File: config.mk
export PLATFORM = sky130hd
export DESIGN_NAME = lane_watch_top
export DESIGN_NICKNAME = d
export VERILOG_FILES = /design/src/rtl/lw_pkg.sv /design/src/rtl/lw_lane_steer.sv /design/src/rtl/lw_ctrl_watch.sv /design/src/rtl/lw_edge_detect.sv /design/src/rtl/lw_live_track.sv /design/src/rtl/lane_watch_top.sv
export SDC_FILE = /design/constraint.sdc
export NUM_CORES = 1
export LEC_CHECK = 0
export BUFFER_PORTS_ARGS = -buffer_cell sky130_fd_sc_hd__buf_4
export CAP_MARGIN = 20
export CELL_PAD_IN_SITES_DETAIL_PLACEMENT = 1
export CELL_PAD_IN_SITES_GLOBAL_PLACEMENT = 1
export CORE_AREA = 2 2 39 41
export DETAILED_ROUTE_END_ITERATION = 6
export DIE_AREA = 0 0 41 43
export HOLD_SLACK_MARGIN = 0.08
export PLACE_DENSITY = 0.53
export SLEW_MARGIN = 20
export SYNTH_ARGS = -nofsm -noshare
export SYNTH_HDL_FRONTEND = slang
export SYNTH_SLANG_ARGS = --single-unit
File: constraint.sdc
create_clock -name clk -period 1.4 [get_ports clk]
set_input_delay 0 -clock clk [delete_from_list [all_inputs] [get_ports clk]]
set_output_delay 0 -clock clk [all_outputs]
set_load 0.02 [all_outputs]
File: src/rtl/lw_pkg.sv
package lw_pkg;

    // Routing controls as sampled on the bit clock.
    typedef struct packed {
        logic loop_en;
        logic sel_b;
    } lw_route_t;

    // Edge detector state: previous monitored bit, and whether it is valid.
    typedef struct packed {
        logic prev;
        logic armed;
    } lw_edge_st_t;

    // Liveness tracker state.
    typedef struct packed {
        logic seen;   // transition seen in the current period
        logic skip;   // current period is partial and must be discarded
        logic alive;  // registered liveness result
    } lw_live_st_t;

endpackage

File: src/rtl/lw_lane_steer.sv
module lw_lane_steer
    import lw_pkg::*;
(
    input  logic      lane_a_i,
    input  logic      lane_b_i,
    input  logic      tx_loop_i,
    input  lw_route_t route_i,
    output logic      data_bit_o,
    output logic      mon_bit_o
);

    // Crossed routing: the lane that is not feeding data is the one watched.
    always_comb begin
        if (route_i.loop_en) begin
            data_bit_o = tx_loop_i;
            mon_bit_o  = tx_loop_i;
        end else if (route_i.sel_b) begin
            data_bit_o = lane_b_i;
            mon_bit_o  = lane_a_i;
        end else begin
            data_bit_o = lane_a_i;
            mon_bit_o  = lane_b_i;
        end
    end

endmodule

File: src/rtl/lw_ctrl_watch.sv
module lw_ctrl_watch
    import lw_pkg::*;
(
    input  logic      clk,
    input  logic      rst,
    input  lw_route_t route_i,
    output logic      chg_o
);

    lw_route_t route_d, route_q;

    // The register follows the controls even during reset, so the first
    // cycle after release does not report a false change.
    always_comb begin
        route_d = route_i;
        chg_o   = !rst && (route_i != route_q);
    end

    always_ff @(posedge clk) begin
        route_q <= route_d;
    end

endmodule

File: src/rtl/lw_edge_detect.sv
module lw_edge_detect
    import lw_pkg::*;
(
    input  logic clk,
    input  logic rst,
    input  logic bit_i,
    input  logic mask_i,
    output logic edge_o
);

    lw_edge_st_t st_d, st_q;

    always_comb begin
        st_d.prev  = bit_i;
        st_d.armed = 1'b1;
        if (rst) begin
            st_d.armed = 1'b0;
        end
        // A masked cycle (rerouting) never reports a transition.
        edge_o = st_q.armed && !mask_i && (bit_i != st_q.prev);
    end

    always_ff @(posedge clk) begin
        st_q <= st_d;
    end

endmodule

File: src/rtl/lw_live_track.sv
module lw_live_track
    import lw_pkg::*;
(
    input  logic clk,
    input  logic rst,
    input  logic edge_i,
    input  logic restart_i,
    input  logic word_end_i,
    output logic alive_o
);

    lw_live_st_t st_d, st_q;

    always_comb begin
        st_d = st_q;
        if (rst) begin
            st_d.seen  = 1'b0;
            st_d.skip  = 1'b1;
            st_d.alive = 1'b0;
        end else if (restart_i) begin
            // Control change: drop the result and the partial period.
            st_d.seen  = 1'b0;
            st_d.skip  = 1'b1;
            st_d.alive = 1'b0;
        end else if (word_end_i) begin
            st_d.alive = !st_q.skip && (st_q.seen || edge_i);
            st_d.seen  = 1'b0;
            st_d.skip  = 1'b0;
        end else begin
            st_d.seen  = st_q.seen || edge_i;
        end
    end

    always_ff @(posedge clk) begin
        st_q <= st_d;
    end

    assign alive_o = st_q.alive;

endmodule

File: src/rtl/lane_watch_top.sv
module lane_watch_top
    import lw_pkg::*;
(
    input  logic clk,
    input  logic rst,
    input  logic lane_a_i,
    input  logic lane_b_i,
    input  logic tx_loop_i,
    input  logic sel_b_i,
    input  logic loop_en_i,
    input  logic word_end_i,
    output logic data_bit_o,
    output logic mon_bit_o,
    output logic alive_o
);

    lw_route_t route;
    logic      chg;
    logic      mon_bit;
    logic      edge_seen;

    assign route.loop_en = loop_en_i;
    assign route.sel_b   = sel_b_i;

    lw_lane_steer u_steer (
        .lane_a_i   (lane_a_i),
        .lane_b_i   (lane_b_i),
        .tx_loop_i  (tx_loop_i),
        .route_i    (route),
        .data_bit_o (data_bit_o),
        .mon_bit_o  (mon_bit)
    );

    lw_ctrl_watch u_ctrl (
        .clk     (clk),
        .rst     (rst),
        .route_i (route),
        .chg_o   (chg)
    );

    lw_edge_detect u_edge (
        .clk    (clk),
        .rst    (rst),
        .bit_i  (mon_bit),
        .mask_i (chg),
        .edge_o (edge_seen)
    );

    lw_live_track u_live (
        .clk        (clk),
        .rst        (rst),
        .edge_i     (edge_seen),
        .restart_i  (chg),
        .word_end_i (word_end_i),
        .alive_o    (alive_o)
    );

    assign mon_bit_o = mon_bit;

endmodule

Word-level counts from Yosys, hierarchy flattened

Cells that the tools add are included.

Eq/ne operators: 2
Multiplexer cells: 5
Reductions and logical operators: 10

Operators with widths:

| operator              | count |
|---|---|
| 1-bit 2-to-1 mux      | 5 |
| 1-bit logical AND     | 4 |
| 1-bit zero test       | 3 |
| 3-bit OR reduction    | 1 |
| 2-bit inequality test | 1 |
| 2-bit OR reduction    | 1 |
| 1-bit logical OR      | 1 |
| 1-bit inequality test | 1 |

Register bits after elaboration: 7
Input bits: 8
Output and inout bits: 3
Logic and storage cells: 24

Longest topological paths before layout

Gate-level depths: netlist of run 1.

Depth in word-level cells: 7
Depth in mapped cells: 5
Mapped depth without buffers: 4

Hierarchy

Synthesis of run 1 repeated with hierarchy kept, for this count alone.

Cells, all modules: 24
Area, all modules: 280.3 µm²

Modules (own cells, without submodules):

| module         | times used | cells each | area each (µm²) | seq. area each (µm²) |
|---|---|---|---|---|
| lw_live_track  | 1          | 10         | 107.6           | 60.1 |
| lw_edge_detect | 1          | 5          | 65.1            | 40.0 |
| lw_ctrl_watch  | 1          | 5          | 62.6            | 40.0 |
| lw_lane_steer  | 1          | 4          | 45.0            | 0.0 |

Worst setup path before layout of run 1

Ideal clock, no wire load.

Path kind: register -> register
Start point: register u_edge.st_q[1] (netlist name)
End point: register u_live.st_q (netlist bit u_live.alive_o)
Setup time: 125 ps
Data arrival time: 1084 ps
Required time: 1275 ps
Slack: 191 ps
Cell stages (with the launch flop): 5
Path buffers: 0
Clock period less this slack: 1209 ps
Path through: dfxtp_1 -> or3b_1 -> o311a_1 -> a311oi_1 -> nor3b_1

Longest elaborated chain between the ends: 4

Ends and longest elaborated chain:

| item                   | line                 | RTL |
|---|---|---|
| from (decl)            | lw_edge_detect.sv:11 | `lw_edge_st_t st_d, st_q;` |
| from (signal assigned) | lw_edge_detect.sv:24 | `st_q <= st_d;` |
| 1-bit inequality test  | lw_edge_detect.sv:20 | `edge_o = st_q.armed && !mask_i && (bit_i != st_q.prev);` |
| 1-bit logical AND      | lw_edge_detect.sv:20 |  |
| 1-bit logical OR       | lw_live_track.sv:26  | `st_d.alive = !st_q.skip && (st_q.seen \|\| edge_i);` |
| 1-bit logical AND      | lw_live_track.sv:26  |  |
| to (signal assigned)   | lw_live_track.sv:35  | `st_q <= st_d;` |
| to (decl)              | lw_live_track.sv:12  | `lw_live_st_t st_d, st_q;` |

No other way between the ends.
A chain may end at the register's enable or synchronous reset.

Worst setup path in the final report of run 1

Ends and elaborated chain as after synthesis.

==> summary.md, run 1 <==
| Metric | Value |
|---|---|
| Worst Tran Pin Value | 0.322 ns |
| Synth Area in Compound Gates | 18.0% |
| Syn Area/Cell | 9.58 sq um |
| Total CTS buffers | 3 |
| Synth cell types | 19 |
| Final setup viols | 0 |
| Slew Limit Headroom | about four fifths |
| Critical Path End Type | flip-flop |
| CP max stage delay | approximately 0.34 ns |
| Seq/Total Area, Yosys | a little under half |
| Largest family of logic cells by synthesized area | simple AND/OR/NAND/NOR gates |
| Starting Density | between 20% and 30% |
| Status | finished clean |
| FF+latch count, synth | 7 |
| P_leak | between 0.2 and 0.25 nW |
| F_max | between 0.7 and 0.8 GHz |
| Cts hold-fix bufs | 4 |
| Worst Path Max Fanout | 3 |
| Final setup margin | between 0.1 and 0.15 ns |
| Row cnt | 14 |
| Worst Setup Path Type | flip-flop to flip-flop |
| CP required | 1.54 ns |
| Worst vdd ir | just under 0.5 mV |
| WL final | ~650 microns |
| # port buffers | 10 |
| Fillers | about 180 |
| Slew Limit Fails | 0 |
| Nets@finish | a little under 60 |
| Clk sinks | 7 |
| Bufs and invs on worst path | 0 |
| Clock latency on the worst-skew pair | around 0.25 ns |
| Top delay family on crit path | simple AND/OR/NAND/NOR gates |
| Post-Synthesis Cells | 32 |
| Slowest CP cell | or3b_1 |
| First-pass GRT wire length | 1170 microns |
| Via density | 4.57 |
| CTS resizes | 0 |
| Area Overhead vs Synth | 51.0% |
| Number of global-route vias before repair | between 200 and 300 |
| Class of the worst hold path | primary input to flip-flop |
| DP Worst Slack | 0.124 ns |
| Crit share post-route | about nine tenths |
| Ant diodes | 0 |
| Startpoint type of the worst setup path | flip-flop |
| Die Y | about 43 microns |
| Largest net degree at the start of global routing | 10 |
| Post-synthesis adder-cell area fraction | 0% |
| Total GRT Usage | a little over a tenth |
| Core Region | around 0.0014 sq mm |
| Fin crit period | around 1.3 ns |
| I/O pins | 11 |
| PD cells | between 1000 and 1500 mW/mm^2 |
| RSZ-0062 raised after global routing | no |
| Layout cell share with drive strength beyond 1 | 28.6% |
| Maximum clock path buffer count | 2 |
| Setup TNS Final | 0 ns |
| Setup bufs post-CTS | 0 |
| Worst Path Arrival | about 1.4 ns |
| Drt wl/cell | around 9.9 microns |
| CP cell instances | or3b_1 -> o311a_1 -> a311oi_1 -> nor3b_1 |
| Area of the die | between 0.0015 and 0.002 sq mm |
| Die Width | just over 40 microns |
| Maxcap violations | 0 |
| Mapped Nets | 40 |
| CTS root buffer | clkbuf_4 |
| Initial DRC Count | 0 |
| Vias | ~300 |
| Drc violations | 0 |
| Synth Area in Simple Gates | a little over a fifth |
| ANT nets after route | 0 |
| DRT Pass-1 Iters | 1 |
| Final Hold Viols | 0 |
| CTS tree | done |
| DP HPWL | just over 500 microns |
| Syn Std Cell Area | 307 sq um |
| Max H-tree Level | 1 |
| GPL Wtd Cong | 0.635 |
| Synth Area in XOR/XNOR | ~5.7% |
| Ys Warns | 0 |
| Post-synthesis mux area share | under 10% |
| Skew final | roughly 0.0033 ns |
| Initial antenna violation count | 0 |
| Total gr overflow | 0 |
| Clock transition at the registers of the reported paths | roughly 0.05 ns |
==> cell families after synthesis <==
kind of cell | Yosys count
and+or+nand+nor | 11
AOI/OAI and AO/OA | 8
DFF | 7
buffers and inverters | 3
xor gates and xnor gates | 2
muxes | 1
==> layer usage <==
layer,vias up,GRT usage (%),routed length (microns)
li1,150,-,-
met1,136,10.4,256
met2,7,15.0,337
met3,4,7.85,38
met4,0,6.00,12
met5,-,0,0
==> final cells by class <==
cell class	instances	area [sq um]	area share, %
well taps	16	20.0	4.32
multi-input cells	22	154	33.2
inverters	2	7.51	1.62
clock buffers	4	26.3	5.68
repair buffers	14	115	24.9
flip-flops and latches	7	140	30.3
==> cell usage in the layout, fill, tap and decap left out <==
cell type and instances:
nor2_1 3, nand2b_1 1, nor3_1 1, xor2_1 2, o211ai_1 1, o311a_1 1
nor2b_1 2, or3b_1 1, clkbuf_4 3, buf_4 10, inv_1 2, mux2_4 1
dlygate4sd3_1 4, a311oi_1 1, dfxtp_1 7, a21oi_1 1, a31oi_1 1, clkbuf_1 1
and2b_1 1, a211oi_1 1, o21ai_0 2, nor3b_1 2
==> sequential cells by signal, summed over array words and instances, names as in the netlist <==
name,cells
u_ctrl.route_q,2
u_edge.st_q,2
u_live.st_q,2
u_live.alive_o,1
==> power breakdown <==
| part | switching (W) | total, W | leakage [nW] | internal [W] |
|---|---|---|---|---|
| Clock | 0.0000756 | 0.000184 | 0.0150 | 0.000109 |
| Sequential | 0.00000370 | 0.000212 | 0.0581 | 0.000208 |
| Combinational | 0.0000372 | 0.0000830 | 0.129 | 0.0000458 |
| Total | 0.000116 | 0.000480 | 0.202 | 0.000363 |
==> metrics by stage <==
stage	utilization (%)	std cells	power [W]	hold slack (ns)	instance area, sq um
floorplan	-	32	0.000259	0.0277	307
global placement	28.7	57	0.000290	0.154	397
detailed placement	28.7	57	0.000292	0.158	397
CTS	33.5	65	0.000492	0.0806	463
global route	33.5	65	0.000514	0.122	463
finish	33.5	65	0.000480	0.0763	463
==> worst reg2reg max path: cells and delay by family (launching register included) <==
kind / cells / cell delay [ns]
DFF: 1 / 0.31
AOI/OAI and AO/OA: 2 / 0.42
and+or+nand+nor: 2 / 0.42
==> cell usage after synthesis <==
cell type | number | share of area, %
dfxtp_1 | 7 | 46
inv_1 | 2 | 2.4
nor2_1 | 3 | 3.7
xor2_1 | 2 | 5.7
nor3b_1 | 2 | 4.9
and2b_1 | 1 | 2.4
mux2_4 | 1 | 4.9
nand2b_1 | 1 | 2.0
o21ai_0 | 2 | 3.3
nor3_1 | 1 | 1.6
a21oi_1 | 1 | 1.6
nor2b_1 | 2 | 4.1
a211oi_1 | 1 | 2.4
o211ai_1 | 1 | 2.4
buf_2 | 1 | 1.6
or3b_1 | 1 | 2.9
a31oi_1 | 1 | 2.0
a311oi_1 | 1 | 2.9
o311a_1 | 1 | 3.3
==> final timing paths <==
kind | depth (start not counted) | start | end | slack [ns]
setup / recovery | 4 | u_edge.st_q[1]$_DFF_P_ | u_live.alive_o$_SDFFE_PP0P_ | 0.13
hold / removal | 3 | tx_loop_i | u_edge.st_q[1]$_DFF_P_ | 0.08
setup reg to reg | 4 | u_edge.st_q[1]$_DFF_P_ | u_live.alive_o$_SDFFE_PP0P_ | 0.13
hold reg to reg | 2 | u_live.st_q[1]$_SDFFE_PP1P_ | u_live.st_q[1]$_SDFFE_PP1P_ | 0.48
(Power assumes the default switching activity.)
==> inputs of run 2 (changes only) <==
Settings changed: CTS_BUF_LIST set to sky130_fd_sc_hd__clkbuf_8 sky130_fd_sc_hd__clkbuf_16, SETUP_SLACK_MARGIN set to 0.15.
==> run 2 against run 1 <==
  * Via count fell by 3.0%
  * Wire length rose by 1.6%
  * Non-clock buffer count did not move
  * Global-route usage fell by 0.20 points
  * Die area did not move
  * First-iteration DRC count rose by 1
  * Total power rose by 19%
  * Core utilization rose by 1.8 points
  * Clock skew barely moved
==> summary.md, run 2 (synthesized netlist as in run 1, its figures left out) <==
| Metric | Value |
|---|---|
| Area Overhead vs Synth | 59.2% |
| # port buffers | 10 (unchanged) |
| Setup TNS Final | 0 ns (unchanged) |
| Storage cell area | 140 sq um (unchanged) |
| Total GRT Usage | 10.3% (-0.20 points) |
| Worst Path Max Fanout | 3 (unchanged) |
| Crit share post-route | 88.1% (-2.7 points) |
| Number of global-route vias before repair | 292 (+0.69%) |
| Drc violations | 0 (unchanged) |
| Max H-tree Level | 1 (unchanged) |
| I/O pins | 11 (unchanged) |
| Ant diodes | 0 (unchanged) |
| Clock latency on the worst-skew pair | 0.22 ns (-0.03 ns) |
| Most frequent cells in the layout | buf_4, dfxtp_1, dlygate4sd3_1 |
| Maxcap violations | 0 (unchanged) |
| CTS root buffer | clkbuf_8 |
| Worst Path Arrival | 1.34 ns (-0.07 ns) |
| Status | finished clean |
| Largest regs | u_ctrl.route_q: 2 flops, u_edge.st_q: 2 flops, u_live.st_q: 2 flops |
| Row cnt | 14 (unchanged) |
| Drt wl/cell | 10.1 microns (+1.6%) |
| DRT Pass-1 Iters | 2 (+1) |
| DP HPWL | 511 microns (unchanged) |
| P_leak | 0.215 nW (+6.7%) |
| First-pass GRT wire length | 1150 microns (-1.2%) |
| Startpoint type of the worst setup path | flip-flop |
| Initial antenna violation count | 0 (unchanged) |
| Critical Path End Type | flip-flop |
| Worst vdd ir | 0.462 mV (-4.0%) |
| Final setup viols | 0 (unchanged) |
| Via density | 4.43 (-3.0%) |
| Core Region | 0.00138 sq mm (unchanged) |
| Fin crit period | 1.23 ns (-0.0381 ns) |
| Maximum clock path buffer count | 2 (unchanged) |
| Worst Tran Pin Value | 0.321 ns (-0.00103 ns) |
| Hold_ws | 0.104 ns (+0.0279 ns) |
| Multi-input logic area | 160 sq um (+4.1%) |
| CP required | 1.51 ns (-0.03 ns) |
| Total gr overflow | 0 (unchanged) |
| Layout cell share with drive strength beyond 1 | 30.6% (+2.0 points) |
| Clock transition at the registers of the reported paths | 0.04 ns (about the same) |
| Worst Setup Path Type | flip-flop to flip-flop |
| Slew Limit Headroom | 78.5% (about the same) |
| F_max | 0.811 GHz (+3.1%) |
| Fin cells | 65 (unchanged) |
| Class of the worst hold path | primary input to flip-flop |
| Setup bufs post-CTS | 0 (unchanged) |
| Starting Density | 22.2% (unchanged) |
| GPL Wtd Cong | 0.635 (unchanged) |
| Die Width | 41 microns (unchanged) |
| Largest net degree at the start of global routing | 10 (unchanged) |
| Die Y | 43 microns (unchanged) |
| Commonest non-fill, non-tap cell in the layout | buf_4 |
| Area of the die | 0.00176 sq mm (unchanged) |
| Placed Cells | 57 (unchanged) |
| Post-layout util | 35.3% (+1.8 points) |
| Initial DRC Count | 1 (+1) |
| Fillers | 173 (-1.1%) |
| Final Hold Viols | 0 (unchanged) |
| Slew Limit Fails | 0 (unchanged) |
| Skew final | 0.00289 ns (-0.000449 ns) |
| Total CTS buffers | 3 (unchanged) |
| Vias | 288 (-3.0%) |
| WL final | 655 microns (+1.6%) |
| RSZ-0062 raised after global routing | yes |
| PD cells | 1170 mW/mm^2 (+13%) |
| Clk sinks | 7 (unchanged) |
| CTS tree | done |
| ANT nets after route | 0 (unchanged) |
| Nets@finish | 58 (unchanged) |
[run 2: cell types whose count changed in the layout (fill, tap and decap cells not counted), sizes merged]
cell    before  now
clkbuf       4    3
inv          2    3
[run 2: worst paths after layout]
| check | slack [ns] | startpoint | endpoint | depth (start not counted) |
|---|---|---|---|---|
| max reg2reg | 0.17 | u_edge.st_q[1]$_DFF_P_ | u_live.alive_o$_SDFFE_PP0P_ | 4 |
| min | 0.10 | tx_loop_i | u_edge.st_q[1]$_DFF_P_ | 3 |
| max | 0.17 | u_edge.st_q[1]$_DFF_P_ | u_live.alive_o$_SDFFE_PP0P_ | 4 |
| min reg2reg | 0.48 | u_live.st_q[1]$_SDFFE_PP1P_ | u_live.st_q[1]$_SDFFE_PP1P_ | 2 |
[run 2: through the flow]
stage          setup slack (ns)  power (W)  area [sq um]
2_1_floorplan             0.191   0.000259           307
3_3_place_gp              0.154   0.000290           397
3_5_place_dp              0.124   0.000292           397
4_1_cts                   0.153   0.000584           488
5_1_grt                   0.103   0.000607           488
6_report                  0.167   0.000570           488
[run 2: final cells by class]
| class | instances | area share [%] |
|---|---|---|
| Multi-Input combinational cell | 22 | 32.8 |
| Sequential cell | 7 | 28.7 |
| Timing Repair Buffer | 14 | 23.6 |
| Clock buffer | 3 | 8.46 |
| Tap cell | 16 | 4.10 |
| Inverter | 2 | 1.54 |
| Clock inverter | 1 | 0.769 |
[run 2: critical path, cell delays in order, from the launching register on]
cell	delay, ns
dfxtp_1	0.31
or3b_1	0.34
o311a_1	0.13
a311oi_2	0.26
nor3b_1	0.08
[run 2: timing repair]
action / 4_1_cts / 5_1_grt
hold endpoints to repair: 5 / 0
hold buffers: 4 / 0
endpoints found under the setup margin: 1 / 1
gates resized for setup: 1 / 0
gates cloned: 0 / 0
pin swaps: 2 / 0
[run 2: power by group]
part / leakage [nW] / internal, W / switching (W)
logic: 0.131 / 0.0000473 / 0.0000389
registers: 0.0581 / 0.000209 / 0.00000370
clock network: 0.0269 / 0.000189 / 0.0000821
[run 2: per-layer routing]
metal | up-vias | GRT usage, % | wire (microns)
li1 | 147 | - | -
met1 | 132 | 10.7 | 256
met2 | 9 | 15.0 | 349
met3 | 0 | 7.85 | 49
met4 | 0 | 4.00 | 0
met5 | - | 0 | 0
==> inputs of run 3 (changes only) <==
Clock period 1.4 ns to 1.5 ns, I/O delays scaled along.
==> run 3 against run 2 <==
  * Total power decreased by 5.6%
  * Sequential share of layout area unchanged
  * Register-to-register slack improved by 0.04 ns
  * Die area unchanged
  * Critical path depth unchanged
  * Clock power decreased by 5%
  * Largest cell class unchanged
==> summary.md, run 3 (synthesized netlist as in run 1, its figures left out) <==
| Metric | Value |
|---|---|
| Core Region | 0.00138 sq mm (unchanged) |
| Commonest non-fill, non-tap cell in the layout | buf_4 |
| Slew Limit Fails | 0 (unchanged) |
| CTS tree | done |
| ANT nets after route | 0 (unchanged) |
| Final setup viols | 0 (unchanged) |
| Status | finished clean |
| Final Hold Viols | 0 (unchanged) |
| Row cnt | 14 (unchanged) |
| Worst Path Max Fanout | 3 (unchanged) |
| Crit share post-route | 86.5% (-1.5 points) |
| CP cell instances | or3b_1 -> o311a_1 -> a311oi_2 -> nor3b_1 |
| Drt wl/cell | 11.0 microns (+9.5%) |
| Clock latency on the worst-skew pair | 0.22 ns (about the same) |
| Worst R2R Setup Slack | 0.20 ns (+0.04 ns) |
| Die Y | 43 microns (unchanged) |
| Setup TNS Final | 0 ns (unchanged) |
| Initial DRC Count | 7 (+6) |
| Worst vdd ir | 0.381 mV (-18%) |
| Die Width | 41 microns (unchanged) |
| Startpoint type of the worst setup path | flip-flop |
| P_leak | 0.215 nW (-0.10%) |
| Ant diodes | 0 (unchanged) |
| Skew final | 0.00190 ns (-0.000993 ns) |
| Area Overhead vs Synth | 59.2% (unchanged) |
| DP Worst Slack | 0.183 ns (+0.0582 ns) |
| Number of global-route vias before repair | 310 (+6.2%) |
| First-pass GRT wire length | 1250 microns (+8.3%) |
| Vias | 293 (+1.7%) |
| Largest regs | u_ctrl.route_q: 2 flops, u_edge.st_q: 2 flops, u_live.st_q: 2 flops |
| Starting Density | 22.2% (unchanged) |
| Nets@finish | 58 (unchanged) |
| Worst Tran Pin Value | 0.304 ns (-0.0164 ns) |
| Worst Setup Path Type | flip-flop to flip-flop |
| I/O pins | 11 (unchanged) |
| Worst Path Arrival | 1.40 ns (+0.06 ns) |
| Fin crit period | 1.30 ns (+0.0649 ns) |
| Class of the worst hold path | primary input to flip-flop |
| Critical Path End Type | flip-flop |
| Slew Limit Headroom | 79.6% (+1.1 points) |
| Clock transition at the registers of the reported paths | 0.04 ns (about the same) |
| Post-layout util | 35.3% (unchanged) |
| Initial antenna violation count | 0 (unchanged) |
| Power Total | 0.000539 W (-5.6%) |
| CP required | 1.60 ns (+0.09 ns) |
| DP HPWL | 559 microns (+9.5%) |
| Top delay family on crit path | compound AO/OA/AOI/OAI gates |
| Setup bufs post-CTS | 0 (unchanged) |
| Storage cell area | 140 sq um (unchanged) |
| Hold_ws | 0.105 ns (+0.000768 ns) |
| Largest net degree at the start of global routing | 10 (unchanged) |
| Maxcap violations | 0 (unchanged) |
| Max H-tree Level | 1 (unchanged) |
| Final setup margin | 0.202 ns (+0.0351 ns) |
| Multi-input logic area | 160 sq um (unchanged) |
| Via density | 4.51 (+1.7%) |
| F_max | 0.770 GHz (-5.0%) |
| GPL Wtd Cong | 0.604 (-4.9%) |
| Total GRT Usage | 11.1% (+0.80 points) |
| Layout cell share with drive strength beyond 1 | 30.6% (unchanged) |
| Drc violations | 0 (unchanged) |
| Total CTS buffers | 3 (unchanged) |
| Area of the die | 0.00176 sq mm (unchanged) |
| Clk sinks | 7 (unchanged) |
| Bufs and invs on worst path | 0 (unchanged) |
| Slowest CP cell | or3b_1 |
| Most frequent cells in the layout | buf_4, dfxtp_1, dlygate4sd3_1 |
| CP max stage delay | 0.35 ns (about the same) |
| CTS root buffer | clkbuf_8 |
| Fillers | 171 (-1.2%) |
| PD cells | 1100 mW/mm^2 (-5.6%) |
| # port buffers | 10 (unchanged) |
| WL final | 717 microns (+9.5%) |
| RSZ-0062 raised after global routing | no |
| Total gr overflow | 0 (unchanged) |
| Maximum clock path buffer count | 2 (unchanged) |
| DRT Pass-1 Iters | 2 (unchanged) |
-- run 3: changes by cell type in the layout (fill, tap and decap cells not counted) --
| cell | before | now |
|---|---|---|
| o21ai_1 | 0 | 1 |
| o21ai_0 | 2 | 1 |
-- run 3: where the power goes --
| group | switching (W) | leakage [nW] | total (W) | internal (W) |
|---|---|---|---|---|
| clock | 0.0000804 | 0.0269 | 0.000257 | 0.000177 |
| sequential | 0.00000380 | 0.0581 | 0.000199 | 0.000195 |
| combinational | 0.0000379 | 0.130 | 0.0000823 | 0.0000444 |
| total | 0.000122 | 0.215 | 0.000539 | 0.000417 |
-- run 3: metrics by stage --
| stage | std cells | instance area [sq um] |
|---|---|---|
| 3_3_place_gp | 57 | 397 |
| 3_5_place_dp | 57 | 397 |
| 5_1_grt | 65 | 488 |
| 2_1_floorplan | 32 | 307 |
| 6_report | 65 | 488 |
| 4_1_cts | 65 | 482 |
-- run 3: worst paths after layout --
kind,cells past startpoint,end,start
min,3,u_edge.st_q[1]$_DFF_P_,tx_loop_i
min reg2reg,2,u_live.st_q[1]$_SDFFE_PP1P_,u_live.st_q[1]$_SDFFE_PP1P_
max,4,u_live.alive_o$_SDFFE_PP0P_,u_edge.st_q[1]$_DFF_P_
max reg2reg,4,u_live.alive_o$_SDFFE_PP0P_,u_edge.st_q[1]$_DFF_P_
-- run 3: cell type report --
| type | count | area share, % |
|---|---|---|
| multi-input combinational | 22 | 32.8 |
| sequential | 7 | 28.7 |
| timing repair buffer | 14 | 23.6 |
| clock buffer | 3 | 8.46 |
| tap | 16 | 4.10 |
| inverter | 2 | 1.54 |
| clock inverter | 1 | 0.769 |
-- run 3: worst reg2reg max path: stages (launching register included) --
cell      delay [ns]
dfxtp_1         0.32
or3b_1          0.35
o311a_1         0.15
a311oi_2        0.28
nor3b_1         0.08
-- run 3: metal layers --
layer / GRT usage [%] / wire, microns
met5: 0 / 0
met4: 8.00 / 14
met1: 11.7 / 288
met2: 15.6 / 378
met3: 6.28 / 35
-- run 3: what timing repair did --
action | in CTS | in global routing
resized for setup | 0 | 2
setup endpoints to repair | 0 | 1
endpoints found under the hold margin | 5 | 0
hold buffers | 4 | 0
